`config.mk`:
```
export PLATFORM = sky130hd
export DESIGN_NAME = disp_start_addr
export DESIGN_NICKNAME = d
export VERILOG_FILES = /design/src/rtl/dsa_pkg.sv /design/src/rtl/dsa_sync.sv /design/src/rtl/dsa_regfile.sv /design/src/rtl/dsa_active.sv /design/src/rtl/disp_start_addr.sv
export SDC_FILE = /design/constraint.sdc
export NUM_CORES = 1
export LEC_CHECK = 0
export BUFFER_PORTS_ARGS = -buffer_cell sky130_fd_sc_hd__buf_2
export CORE_MARGIN = 1.5
export CORE_UTILIZATION = 59
export CTS_CLUSTER_DIAMETER = 100
export DETAILED_ROUTE_END_ITERATION = 6
export PLACE_DENSITY = 0.94
export SKIP_LAST_GASP = 1
export SLEW_MARGIN = 20
export SYNTH_ARGS = -nofsm -noshare
export SYNTH_HDL_FRONTEND = slang
export SYNTH_SLANG_ARGS = --single-unit
export TNS_END_PERCENT = 5
```
`constraint.sdc`:
```
create_clock -name clk -period 5.01 [get_ports clk]
set_input_delay 0.7515 -clock clk [delete_from_list [all_inputs] [get_ports clk]]
set_output_delay 0.7515 -clock clk [all_outputs]
set_load 0.02 [all_outputs]
```
`src/rtl/dsa_pkg.sv`:
```
package dsa_pkg;
   localparam int BYTE_W = 8;
   localparam int ADDR_W = 32;

   typedef struct packed {
      logic [BYTE_W-1:0] hi;
      logic [BYTE_W-1:0] lo;
      logic [BYTE_W-1:0] ext;
      logic [BYTE_W-1:0] exthi;
      logic [BYTE_W-1:0] ctrl;
   } dsa_shadow_t;

   function automatic logic [ADDR_W-1:0] dsa_ext_addr(dsa_shadow_t s);
      return {s.exthi, s.ext[5:0], s.hi, s.lo, 2'b00};
   endfunction

   function automatic logic [ADDR_W-1:0] dsa_legacy_addr(dsa_shadow_t s);
      return {{(ADDR_W-2*BYTE_W){1'b0}}, s.hi, s.lo};
   endfunction
endpackage

```
`src/rtl/dsa_sync.sv`:
```
module dsa_sync #(
   parameter int SYNC_STAGES = 2
) (
   input  logic clk,
   input  logic rst_n,
   input  logic async_in,
   output logic rise
);
   logic [SYNC_STAGES-1:0] chain_q;
   logic                   last_q;

   generate
      if (SYNC_STAGES < 2) begin : g_bad
         $error("dsa_sync: SYNC_STAGES must be at least 2");
      end
   endgenerate

   always_ff @(posedge clk) begin
      if (!rst_n) begin
         chain_q <= '0;
         last_q  <= 1'b0;
      end else begin
         chain_q <= {chain_q[SYNC_STAGES-2:0], async_in};
         last_q  <= chain_q[SYNC_STAGES-1];
      end
   end

   assign rise = chain_q[SYNC_STAGES-1] & ~last_q;


   rise_single_chk: assert property (@(posedge clk) disable iff (!rst_n)
      rise |=> !rise);
endmodule

```
`src/rtl/dsa_regfile.sv`:
```
module dsa_regfile
   import dsa_pkg::*;
#(
   parameter logic [7:0] IDX_HI    = 8'h0C,
   parameter logic [7:0] IDX_LO    = 8'h0D,
   parameter logic [7:0] IDX_EXT   = 8'h20,
   parameter logic [7:0] IDX_EXTHI = 8'h21,
   parameter logic [7:0] IDX_CTRL  = 8'h30,
   parameter int         ARM_BIT   = 7
) (
   input  logic              clk,
   input  logic              rst_n,
   input  logic              wr,
   input  logic [7:0]        idx,
   input  logic [BYTE_W-1:0] wdata,
   input  logic              xfer,
   output dsa_shadow_t       shadow,
   output logic              commit,
   output logic [BYTE_W-1:0] rdata
);
   dsa_shadow_t sh_q;
   logic        commit_q;
   logic        arm_set;

   assign arm_set = wr && (idx == IDX_EXT) && wdata[ARM_BIT];

   always_ff @(posedge clk) begin
      if (!rst_n) begin
         sh_q     <= '0;
         commit_q <= 1'b0;
      end else begin
         if (wr) begin
            unique case (idx)
               IDX_HI:    sh_q.hi    <= wdata;
               IDX_LO:    sh_q.lo    <= wdata;
               IDX_EXT:   sh_q.ext   <= wdata;
               IDX_EXTHI: sh_q.exthi <= wdata;
               IDX_CTRL:  sh_q.ctrl  <= wdata;
               default:   ;
            endcase
         end
         if (arm_set)
            commit_q <= 1'b1;
         else if (xfer)
            commit_q <= 1'b0;
      end
   end

   always_comb begin
      unique case (idx)
         IDX_HI:    rdata = sh_q.hi;
         IDX_LO:    rdata = sh_q.lo;
         IDX_EXT: begin
            rdata          = sh_q.ext;
            rdata[ARM_BIT] = commit_q;
         end
         IDX_EXTHI: rdata = sh_q.exthi;
         IDX_CTRL:  rdata = sh_q.ctrl;
         default:   rdata = '0;
      endcase
   end

   assign shadow = sh_q;
   assign commit = commit_q;


   arm_takes_chk: assert property (@(posedge clk) disable iff (!rst_n)
      arm_set |=> commit_q);

   xfer_clears_chk: assert property (@(posedge clk) disable iff (!rst_n)
      (xfer && !arm_set) |=> !commit_q);

   only_xfer_clears_chk: assert property (@(posedge clk) disable iff (!rst_n)
      $fell(commit_q) |-> $past(xfer));
endmodule

```
`src/rtl/dsa_active.sv`:
```
module dsa_active
   import dsa_pkg::*;
(
   input  logic              clk,
   input  logic              rst_n,
   input  logic              xfer,
   input  dsa_shadow_t       shadow,
   output logic [ADDR_W-1:0] active
);
   logic [ADDR_W-1:0] act_q;

   always_ff @(posedge clk) begin
      if (!rst_n)
         act_q <= '0;
      else if (xfer)
         act_q <= dsa_ext_addr(shadow);
   end

   assign active = act_q;


   hold_no_xfer_chk: assert property (@(posedge clk) disable iff (!rst_n)
      !xfer |=> $stable(act_q));
endmodule

```
`src/rtl/disp_start_addr.sv`:
```
module disp_start_addr
   import dsa_pkg::*;
#(
   parameter int         SYNC_STAGES = 2,
   parameter int         MODE_BIT    = 0,
   parameter logic [7:0] IDX_HI      = 8'h0C,
   parameter logic [7:0] IDX_LO      = 8'h0D,
   parameter logic [7:0] IDX_EXT     = 8'h20,
   parameter logic [7:0] IDX_EXTHI   = 8'h21,
   parameter logic [7:0] IDX_CTRL    = 8'h30
) (
   input  logic        clk,
   input  logic        rst_n,
   input  logic        cfg_wr,
   input  logic [7:0]  cfg_idx,
   input  logic [7:0]  cfg_wdata,
   output logic [7:0]  cfg_rdata,
   input  logic        vsync_in,
   output logic [31:0] start_addr,
   output logic        commit_pending
);
   localparam int ARM_BIT = BYTE_W - 1;

   generate
      if (MODE_BIT < 0 || MODE_BIT >= BYTE_W) begin : g_bad_mode
         $error("disp_start_addr: MODE_BIT out of range");
      end
   endgenerate

   dsa_shadow_t       shadow;
   logic              commit;
   logic              vs_rise;
   logic              xfer;
   logic [ADDR_W-1:0] active;

   dsa_sync #(.SYNC_STAGES(SYNC_STAGES)) u_sync (
      .clk(clk), .rst_n(rst_n), .async_in(vsync_in), .rise(vs_rise));

   assign xfer = vs_rise & commit;

   dsa_regfile #(
      .IDX_HI(IDX_HI), .IDX_LO(IDX_LO), .IDX_EXT(IDX_EXT),
      .IDX_EXTHI(IDX_EXTHI), .IDX_CTRL(IDX_CTRL), .ARM_BIT(ARM_BIT)
   ) u_regs (
      .clk(clk), .rst_n(rst_n), .wr(cfg_wr), .idx(cfg_idx),
      .wdata(cfg_wdata), .xfer(xfer), .shadow(shadow),
      .commit(commit), .rdata(cfg_rdata));

   dsa_active u_active (
      .clk(clk), .rst_n(rst_n), .xfer(xfer), .shadow(shadow),
      .active(active));

   assign start_addr     = shadow.ctrl[MODE_BIT] ? active
                                                 : dsa_legacy_addr(shadow);
   assign commit_pending = commit;


   no_xfer_unarmed_chk: assert property (@(posedge clk) disable iff (!rst_n)
      (vs_rise && !commit_pending) |=> $stable(active));
endmodule

```
==> summary.txt <==
Hold path startpoint - u_sync.chain_q[0]
Clock Skew - 0.00591 ns
Port Buffers - 60
CTS Buffer Depth - 2
Startpoint types - input pin
Global placer's final weighted congestion - 0.849
DP HPWL - 5.17 mm
Status - complete, no violations
Bufs and invs on worst path - 2
DRT Wirelength - 7.55 mm
DRC Markers - 0
Total CTS buffers - 9
Core box area - 0.00547 mm^2
Final antenna-violating net count - 0
Net Count, Synth - 379
Clk Latency, worst-skew pair - 0.34 ns
CP arrival - 2.26 ns
Hold Buf Count CTS - 0
Final worst-path cycle share - 0.601
Worst slew pin tran - 0.956 ns
Avg Synthesized Cell Area - 9.21 um^2
Max VDD drop - 0.000163 V
CTS tree - built
Synth-to-layout area growth - 14.9%
Die area - 0.00607 mm^2
Initial Util - 0.604
Number of global-route vias before repair - 2503
Critical path's largest stage delay - 0.76 ns
Post-CTS Resized - 0
Vias per cell - 5.63
Largest net degree at the start of global routing - 56
Pre-antenna DRT Iters - 4
Fin Setup TNS - 0 ns
Period minus WS final - 3.01 ns
H-tree depth - 3
Crit path max fanout - 10
FF-to-FF Start - u_regs.commit
Mapped Cells - 359
Post-layout net count - 426
Critical path's most frequent cell - buf_2
Synthesis Warnings - 0
Hold Violations, Final - 0
Post-route insts no fill - 483
Die X - 77.9 um
Placed insts - 467
Hold WC Path Type - reg -> reg
Antenna cells - 0
Global-route wire length before repair - 12.3 mm
# setup viols final - 0
Clock Sinks - 73
Post-Place Worst Slack - 2.04 ns
Endpoint class of the critical path - output pin
Global router's overall resource usage - 0.260
Crit-path slowest cell - or4b_1
Initial DRC Count - 217
Fmax - 332 MHz
Setup WS post-layout - 2.00 ns
Rel. slew slack - 0.358
Clk pin slew, worst setup/hold paths - 0.07 ns
Cell Rows - 27
Share of layout cells above drive strength 1 - 0.229
Initial antenna violation count - 0
Worst Path Required - 4.26 ns
Leakage - 0.00169 uW
CP startpoint - cfg_idx[1]
RSZ-0062 raised after global routing - no
I/O pin total - 61
Yosys reg bits - 73
Root Buffer Master - clkbuf_8
WS Path Type - in -> out
Vias - 2721
CP delay by family, top - simple AND/OR/NAND/NOR gates
Post-Syn Area - 0.00331 mm^2
Total grt overflow - 0
Critical path, cell by cell - buf_2, or4b_1, o22ai_1, a22o_1, buf_2
Sequential area share after synthesis - 0.442
Drt wl/cell - 15.6 um
Setup bufs post-CTS - 0
Synth unique cells - 26
Max capacitance violation total - 0
Slew Limit Fails - 0
Die Span Y - 77.9 um
Power Dens Cells - 282 mW/mm^2
registers in the layout, summed over array words and instances, names as in the netlist:
register	count
u_regs.shadow	39
u_sync.chain_q	2
u_active.active	30
u_regs.commit	1
u_sync.last_q	1
synthesized netlist by cell type:
cell type	count	area, um^2
dfxtp_1	73	1460
and2_1	20	125
a21boi_0	30	225
nand4bb_1	1	11.3
nor4b_1	2	17.5
buf_1	2	7.51
buf_2	3	15.0
or4b_4	1	13.8
a22o_1	8	70.1
mux2_2	14	158
nor3_4	2	32.5
buf_4	1	7.51
nor3_1	1	5.00
clkbuf_1	19	71.3
nor2b_1	2	12.5
a32o_1	1	10.0
mux2i_1	55	551
inv_1	2	7.51
nand2_1	107	402
and3b_1	1	8.76
buf_6	1	11.3
nand3b_1	1	7.51
or3_1	2	12.5
or4b_1	1	10.0
nand3_1	1	5.00
o22ai_1	8	50.1
placed cells by master (no fill, tap or decap), drive strengths merged:
cell type,count
a21boi,30
a22o,8
a32o,1
and2,20
and3b,1
buf,62
bufinv,1
clkbuf,13
clkinv,2
dfxtp,73
inv,2
mux2,14
mux2i,55
nand2,107
nand3,1
nand3b,1
nand4bb,1
nor2b,2
nor3,3
nor4b,2
o22ai,8
or3,2
or4b,2
cells by family after synthesis:
logic type             share of synthesized area
DFF                                        0.442
buffers and inverters                     0.0363
muxes                                      0.214
and+or+nand+nor                            0.200
AOI/OAI and AO/OA                          0.107
layout make-up:
class	count	area, um^2
multi-input cells	258	1730
fillers	412	1670
flip-flops and latches	73	1460
repair buffers	62	323
clock buffers	13	149
well taps	72	90.1
clock inverters	3	40.0
inverters	2	7.51
metal layers:
metal  GRT usage  vias to the layer above  part of all wire
met1       0.338                     1303              0.45
li1            -                     1308                 -
met3      0.0600                       14             0.059
met5           0                        -                 0
met4       0.109                        0             0.020
met2       0.412                       96              0.47
path summary, 6_finish.rpt:
path,end,slack (ns),cells past startpoint
worst max-delay path,cfg_rdata[7],2.00,5
worst min-delay path,u_sync.chain_q[1],0.44,1
worst max register to register,u_regs.commit,3.41,3
worst min register to register,u_sync.chain_q[1],0.44,1
report_power, final:
part	switching, uW	internal (uW)
Combinational	26.3	15.5
Sequential	0.812	581
Clock	203	243
stage by stage:
| stage | util | instance area (um^2) | hold WS [ns] | power [uW] |
|---|---|---|---|---|
| final | 0.694 | 3800 | 0.441 | 1070 |
| after global routing | 0.694 | 3800 | 0.455 | 1100 |
| after CTS | 0.694 | 3800 | 0.444 | 1070 |
| after detailed placement | 0.660 | 3610 | 0.427 | 636 |
| after global placement | 0.657 | 3590 | 0.419 | 636 |
| after floorplan | - | 3310 | 0.412 | 622 |
Power figures use the tool's default switching activity.
